--- src/rtl/dtc_pkg.sv ---
`timescale 1ns/1ps
// Package: shared types and register addresses of the dual timer/counter.
// Assumes an 8-bit register port with a 3-bit address.
package dtc_pkg;
    typedef enum logic [1:0] {
        MODE_13    = 2'd0,
        MODE_16    = 2'd1,
        MODE_8R    = 2'd2,
        MODE_SPLIT = 2'd3
    } tmr_mode_e;

    typedef struct packed {
        logic      gate;
        logic      ctr;
        tmr_mode_e mode;
    } tmr_cfg_t;

    localparam logic [2:0] ADDR_CFG  = 3'd4;
    localparam logic [2:0] ADDR_CTRL = 3'd5;
endpackage

--- src/rtl/dtc_prescaler.sv ---
`timescale 1ns/1ps
// Prescaler: emits a one-cycle tick every SLOW_DIV clocks, or every
// FAST_DIV clocks while fast is high. Assumes FAST_DIV <= SLOW_DIV.
// Switching ratio resynchronises within one cycle.
module dtc_prescaler #(
    parameter int SLOW_DIV = 12,
    parameter int FAST_DIV = 4
) (
    input  logic clk,
    input  logic rst_n,
    input  logic fast,
    output logic tick
);
    localparam int CW = $clog2(SLOW_DIV);
    localparam logic [CW-1:0] SLOW_LIM = CW'(SLOW_DIV - 1);
    localparam logic [CW-1:0] FAST_LIM = CW'(FAST_DIV - 1);

    logic [CW-1:0] cnt_q;
    logic [CW-1:0] lim_w;

    // Select the terminal count for the active ratio.
    always_comb lim_w = fast ? FAST_LIM : SLOW_LIM;

    assign tick = (cnt_q >= lim_w);

    // Free-running divider counter.
    always_ff @(posedge clk) begin
        if (!rst_n)    cnt_q <= '0;
        else if (tick) cnt_q <= '0;
        else           cnt_q <= cnt_q + 1'b1;
    end
endmodule

--- src/rtl/dtc_edge_sense.sv ---
`timescale 1ns/1ps
// Edge sense: samples each count pin every clock into two stages and
// flags a falling transition between consecutive samples.
// Assumes the pins are synchronous or already synchronised upstream.
module dtc_edge_sense #(
    parameter int N = 2
) (
    input  logic         clk,
    input  logic         rst_n,
    input  logic [N-1:0] pin,
    output logic [N-1:0] fall
);
    logic [N-1:0] s0_q;
    logic [N-1:0] s1_q;

    // Two consecutive samples of every pin.
    always_ff @(posedge clk) begin
        if (!rst_n) begin
            s0_q <= '0;
            s1_q <= '0;
        end else begin
            s0_q <= pin;
            s1_q <= s0_q;
        end
    end

    // Falling transition: previous sample high, newest sample low.
    always_comb fall = s1_q & ~s0_q;
endmodule

--- src/rtl/dtc_timer_core.sv ---
`timescale 1ns/1ps
// Timer core: one 16-bit timer kept as two bytes, with the 13-bit,
// 16-bit, 8-bit auto-reload and (if SPLIT_OK) split counting modes.
// Assumes inc_lo / inc_hi are already qualified by run, gate and event.
// Any byte write blocks both increments for that cycle.
module dtc_timer_core
    import dtc_pkg::*;
#(
    parameter int  W        = 8,
    parameter int  PRE_BITS = 5,
    parameter bit  SPLIT_OK = 1'b1
) (
    input  logic         clk,
    input  logic         rst_n,
    input  tmr_mode_e    mode,
    input  logic         inc_lo,
    input  logic         inc_hi,
    input  logic         wr_lo,
    input  logic         wr_hi,
    input  logic [W-1:0] wdata,
    output logic [W-1:0] tl,
    output logic [W-1:0] th,
    output logic         ovf_main,
    output logic         ovf_hi
);
    localparam logic [PRE_BITS-1:0] PRE_MAX = '1;
    localparam logic [W-1:0]        BYTE_MAX = '1;

    logic [W-1:0] tl_n;
    logic [W-1:0] th_n;

    // Next-state and overflow decode for the selected mode.
    always_comb begin
        tl_n     = tl;
        th_n     = th;
        ovf_main = 1'b0;
        ovf_hi   = 1'b0;
        if (wr_lo || wr_hi) begin
            if (wr_lo) tl_n = wdata;
            if (wr_hi) th_n = wdata;
        end else begin
            case (mode)
                MODE_13: if (inc_lo) begin
                    if (tl[PRE_BITS-1:0] == PRE_MAX) begin
                        tl_n[PRE_BITS-1:0] = '0;
                        th_n               = th + 1'b1;
                        ovf_main           = (th == BYTE_MAX);
                    end else begin
                        tl_n[PRE_BITS-1:0] = tl[PRE_BITS-1:0] + 1'b1;
                    end
                end
                MODE_16: if (inc_lo) begin
                    {th_n, tl_n} = {th, tl} + 1'b1;
                    ovf_main     = (th == BYTE_MAX) && (tl == BYTE_MAX);
                end
                MODE_8R: if (inc_lo) begin
                    if (tl == BYTE_MAX) begin
                        tl_n     = th;
                        ovf_main = 1'b1;
                    end else begin
                        tl_n = tl + 1'b1;
                    end
                end
                MODE_SPLIT: if (SPLIT_OK) begin
                    if (inc_lo) begin
                        tl_n     = tl + 1'b1;
                        ovf_main = (tl == BYTE_MAX);
                    end
                    if (inc_hi) begin
                        th_n   = th + 1'b1;
                        ovf_hi = (th == BYTE_MAX);
                    end
                end
                default: ;
            endcase
        end
    end

    // Byte registers.
    always_ff @(posedge clk) begin
        if (!rst_n) begin
            tl <= '0;
            th <= '0;
        end else begin
            tl <= tl_n;
            th <= th_n;
        end
    end
endmodule

--- src/rtl/dual_timer_counter.sv ---
`timescale 1ns/1ps
// Dual timer/counter top: register file, enable qualification, flag
// and tick generation around two timer cores. Timer 0 supports split
// mode; timer 1 holds in that mode. Assumes synchronous inputs.
module dual_timer_counter
    import dtc_pkg::*;
#(
    parameter int SLOW_DIV = 12,
    parameter int FAST_DIV = 4,
    parameter int NT       = 2
) (
    input  logic          clk,
    input  logic          rst_n,
    input  logic          reg_wr,
    input  logic [2:0]    reg_addr,
    input  logic [7:0]    reg_wdata,
    output logic [7:0]    reg_rdata,
    input  logic [NT-1:0] run_en,
    input  logic [NT-1:0] gate_pin,
    input  logic [NT-1:0] count_pin,
    output logic [NT-1:0] ovf_flag,
    output logic [NT-1:0] ovf_tick,
    output logic          baud_tick
);
    localparam int CFG_W = 4;

    logic [NT-1:0][7:0] tl_w;
    logic [NT-1:0][7:0] th_w;
    logic [7:0]         mode_q;
    logic               fast_q;
    logic [NT-1:0]      flag_q;
    logic [NT-1:0]      tick_q;
    logic               presc_tick;
    logic [NT-1:0]      fall_w;
    logic [NT-1:0]      ovf_main_w;
    logic [NT-1:0]      ovf_hi_w;
    logic [NT-1:0]      flag_set_w;
    logic               split0_w;
    logic               wr_cfg_w;
    logic               wr_ctrl_w;

    dtc_prescaler #(.SLOW_DIV(SLOW_DIV), .FAST_DIV(FAST_DIV)) presc_i (
        .clk   (clk),
        .rst_n (rst_n),
        .fast  (fast_q),
        .tick  (presc_tick)
    );

    dtc_edge_sense #(.N(NT)) edge_i (
        .clk   (clk),
        .rst_n (rst_n),
        .pin   (count_pin),
        .fall  (fall_w)
    );

    assign wr_cfg_w  = reg_wr && (reg_addr == ADDR_CFG);
    assign wr_ctrl_w = reg_wr && (reg_addr == ADDR_CTRL);

    genvar gi;
    generate
        for (gi = 0; gi < NT; gi++) begin : g_tmr
            tmr_cfg_t cfg_w;
            logic     en_w;
            logic     event_w;
            logic     inc_hi_w;

            // Unpack this timer's configuration nibble.
            assign cfg_w    = mode_q[CFG_W*gi +: CFG_W];
            // Run pin, optionally qualified by the gate pin.
            assign en_w     = run_en[gi] && (!cfg_w.gate || gate_pin[gi]);
            // Counting event: pin edge in counter mode, prescale tick otherwise.
            assign event_w  = cfg_w.ctr ? fall_w[gi] : presc_tick;
            // Split high byte of timer 0 runs on timer 1's run pin.
            if (gi == 0) begin : g_hi
                assign inc_hi_w = presc_tick && run_en[NT-1];
            end else begin : g_nohi
                assign inc_hi_w = 1'b0;
            end

            dtc_timer_core #(.W(8), .PRE_BITS(5), .SPLIT_OK(gi == 0)) core_i (
                .clk      (clk),
                .rst_n    (rst_n),
                .mode     (cfg_w.mode),
                .inc_lo   (en_w && event_w),
                .inc_hi   (inc_hi_w),
                .wr_lo    (reg_wr && (reg_addr == 3'(2*gi))),
                .wr_hi    (reg_wr && (reg_addr == 3'(2*gi + 1))),
                .wdata    (reg_wdata),
                .tl       (tl_w[gi]),
                .th       (th_w[gi]),
                .ovf_main (ovf_main_w[gi]),
                .ovf_hi   (ovf_hi_w[gi])
            );
        end
    endgenerate

    assign split0_w = (mode_q[1:0] == MODE_SPLIT);

    // Flag set sources: timer 1's flag is taken over by the split high byte.
    always_comb begin
        flag_set_w    = ovf_main_w;
        flag_set_w[1] = (split0_w ? ovf_hi_w[0] : ovf_main_w[1]) | ovf_hi_w[1];
    end

    // Configuration byte.
    always_ff @(posedge clk) begin
        if (!rst_n)        mode_q <= '0;
        else if (wr_cfg_w) mode_q <= reg_wdata;
    end

    // Control byte: fast prescale and sticky flags; a write wins over a set.
    always_ff @(posedge clk) begin
        if (!rst_n) begin
            fast_q <= 1'b0;
            flag_q <= '0;
        end else if (wr_ctrl_w) begin
            fast_q <= reg_wdata[4];
            flag_q <= reg_wdata[NT-1:0];
        end else begin
            flag_q <= flag_q | flag_set_w;
        end
    end

    // One-cycle overflow ticks.
    always_ff @(posedge clk) begin
        if (!rst_n) tick_q <= '0;
        else        tick_q <= ovf_main_w;
    end

    // Register read mux.
    always_comb begin
        case (reg_addr)
            3'd0:      reg_rdata = tl_w[0];
            3'd1:      reg_rdata = th_w[0];
            3'd2:      reg_rdata = tl_w[1];
            3'd3:      reg_rdata = th_w[1];
            ADDR_CFG:  reg_rdata = mode_q;
            ADDR_CTRL: reg_rdata = {3'b000, fast_q, 2'b00, flag_q};
            default:   reg_rdata = 8'h00;
        endcase
    end

    assign ovf_flag  = flag_q;
    assign ovf_tick  = tick_q;
    assign baud_tick = tick_q[1];
endmodule

--- config.mk ---
export PLATFORM = sky130hd
export DESIGN_NAME = dual_timer_counter
export DESIGN_NICKNAME = d
export VERILOG_FILES = /design/src/rtl/dtc_pkg.sv /design/src/rtl/dtc_prescaler.sv /design/src/rtl/dtc_edge_sense.sv /design/src/rtl/dtc_timer_core.sv /design/src/rtl/dual_timer_counter.sv
export SDC_FILE = /design/constraint.sdc
export NUM_CORES = 1
export LEC_CHECK = 0
export BUFFER_PORTS_ARGS = -buffer_cell sky130_fd_sc_hd__buf_4
export CAP_MARGIN = 15
export CORE_UTILIZATION = 61
export DETAILED_ROUTE_END_ITERATION = 10
export PLACE_DENSITY = 0.81
export SYNTH_ARGS = -nofsm -noshare
export SYNTH_HDL_FRONTEND = slang
export SYNTH_SLANG_ARGS = --single-unit
--- constraint.sdc ---
create_clock -name clk -period 3.05 [get_ports clk]
set_input_delay 0.4575 -clock clk [delete_from_list [all_inputs] [get_ports clk]]
set_output_delay 0.4575 -clock clk [all_outputs]
set_load 0.01 [all_outputs]
==> out/metrics.yaml <==
status: "complete, but fails checks"
violations: "DRC"
period_share: 0.827
fin_util: 0.691
htreeDepth: 2
synth_nets: 548
vias: 4358
worst_slew_pin_slew_ns: 0.872
drive_gt1_frac: 0.131
layout_min_cycle_time_ns: 2.52
start_util: 0.644
cp-end-kind: "register"
track_usage: 0.374
critical_path_class: "register to register"
path_cells: "ha_1 > and3_1 > ha_1 > nor2b_1 > o31a_1 > a31o_1 > a2111o_1 > o211a_1"
cts_resized: 0
fin_tns_setup_ns: 0
gp_congestion: 1.01
synth_warnings: 0
fmax_mhz: 396
die_area_sq_mm: 0.00715
hold_buffers: 0
port_buffers: 32
clk_pin_slew_ns: 0.11
core-area_sq_mm: 0.00646
worst_slew_margin_rel: 0.419
grt_max_degree: 42
arrival_ns: 2.74
postSynthCellCount: 511
root_buffer: "clkbuf_8"
setup-violations-final: 0
post_drt_via_cell_ratio: 7.31
netlist_area_sq_mm: 0.00416
dp_hpwl_mm: 9.30
final_cell_mix: "dfxtp_1, nor2_1, buf_4, nand2_1, a21oi_1"
cts_setup_buffers: 0
num_rows: 29
wl_per_cell_um: 21.9
wl_mm: 13.1
critical-path-max-stage-delay_ns: 0.46
dr.pass1.iters: 8
clk_latency_ns: 0.33
cts_tree: "done"
required_ns: 3.27
ys.flop_type: "dfxtp_1"
die_h_um: 84.6
drt-initial-drc-count: 508
antenna_left: 0
irDropWorstVdd_mv: 0.299
cpMostUsedCell: "ha_1"
fin_skew_ns: 0.0163
ys_seq_area_frac: 0.255
p_leak_nw: 1.63
maxCapViolCount: 0
hold_viol_final: 0
regArea_sq_mm: 0.00106
synth-seq-cells: 53
grt_pass1_vias: 4048
grt_pass1_wl_mm: 21.2
ys_types: 90
startpoint_type: "register"
final_common_cell: "dfxtp_1"
cpMaxStageDelayCell: "dfxtp_1"
crit_buf_inv: 0
holdCritPathClass: "input port to register"
io_pins: 33
cp_top_family: "compound AO/OA/AOI/OAI gates"
antenna_found_initial: 0
grt-ovfl-total: 0
syn_to_final_growth_pct: 7.40
fill_cells: 549
rsz0062_at_grt: "false"
avgSynthCellArea_sq_um: 8.14
die_w_um: 84.6
async_flop_share: 0
final_nets: 555
drc: 5
cp_max_fo: 11
synth_edf_count: 0
n_antenna_cell: 0
drv_slew: 0
cts_made_buffers: 5
power_density_mw_per_mm2: 338
clockBufferDepth: 2
clock_sinks: 53
multi_input_area_sq_mm: 0.00286
[final cells by class]
cell class              instances  share of cell area
clock buffers                   6              0.0163
multi-input cells             405               0.639
well taps                      77              0.0216
clock inverters                 2             0.00869
inverters                      15              0.0126
repair buffers                 38              0.0639
flip-flops and latches         53               0.238
[cell usage after synthesis (all sizes together) (3+ instances only)]
cell	number	area, sq um
a211oi	7	57.6
a21boi	3	26.3
a21o	3	22.5
a21oi	34	170
a221oi	6	52.6
a22oi	8	60.1
a2bb2oi	3	26.3
a31oi	4	25.0
and2	9	56.3
and3	5	31.3
and4	5	43.8
buf	15	95.1
clkbuf	23	90.1
dfxtp	53	1060
ha	17	213
inv	15	56.3
mux2i	22	220
nand2	37	139
nand2b	6	37.5
nand3	24	125
nand3b	5	41.3
nand4	9	86.3
nor2	47	179
nor2b	7	43.8
nor3	10	66.3
nor4	6	52.6
nor4b	3	26.3
o2111ai	4	35.0
o211ai	9	67.6
o21a	3	22.5
o21ai	25	129
o221a	3	33.8
o221ai	3	32.5
o22ai	10	62.6
o31ai	7	52.6
o32ai	9	86.3
o41ai	3	45.1
or3	3	23.8
xnor2	4	35.0
xor2	4	35.0
[through the flow]
stage          instances  hold slack [ns]  instance area (sq um)  setup WS [ns]  power [mW]
2_1_floorplan        511            0.418                   4160          0.918       0.924
3_3_place_gp         588            0.439                   4350          0.666        1.01
3_5_place_dp         588            0.443                   4350          0.602        1.01
4_1_cts              596            0.336                   4470          0.588        1.50
5_1_grt              596            0.339                   4470          0.404        1.55
6_report             596            0.340                   4470          0.528        1.51
[path summary, 6_finish.rpt]
path                                       startpoint               endpoint  slack [ns]  cells after the start
worst min-delay path                     count_pin[1]         edge_i.s0_q[1]        0.34                      2
worst min register to register       presc_i.cnt_q[0]       presc_i.cnt_q[0]        0.47                      1
worst max-delay path            g_tmr[0].core_i.tl[0]  g_tmr[0].core_i.th[4]        0.53                      8
worst max register to register  g_tmr[0].core_i.tl[0]  g_tmr[0].core_i.th[4]        0.53                      8
[sequential cells by signal, summed over array words and instances (netlist names)]
register / count
edge_i.s0_q: 2
edge_i.s1_q: 2
g_tmr.core_i.tl: 16
g_tmr.core_i.th: 16
presc_i.cnt_q: 4
ovf_flag: 2
fast_q: 1
mode_q: 8
ovf_tick: 2
[metal layers]
layer | wire length, um | global-route usage | up-vias | share of wire
met5 | 0 | 0 | - | 0
met4 | 516 | 0.166 | 0 | 0.040
met3 | 1480 | 0.0865 | 49 | 0.11
met2 | 5470 | 0.557 | 281 | 0.42
met1 | 5590 | 0.515 | 2047 | 0.43
li1 | - | - | 1981 | -
[logic make-up after synthesis]
kind of cell	count (synthesis)	synth area share
compound gates	171	0.307
xor+xnor	8	0.0169
fa+ha+maj	17	0.0512
buf+inv	53	0.0581
flops	53	0.255
mux	25	0.0638
simple gates	184	0.248
[where the power goes]
| part | internal, mW | switching (mW) | total, mW |
|---|---|---|---|
| sequential | 0.713 | 0.0331 | 0.746 |
| combinational | 0.101 | 0.159 | 0.259 |
| clock | 0.247 | 0.256 | 0.503 |
| total | 1.06 | 0.448 | 1.51 |
(Power assumes the default switching activity.)
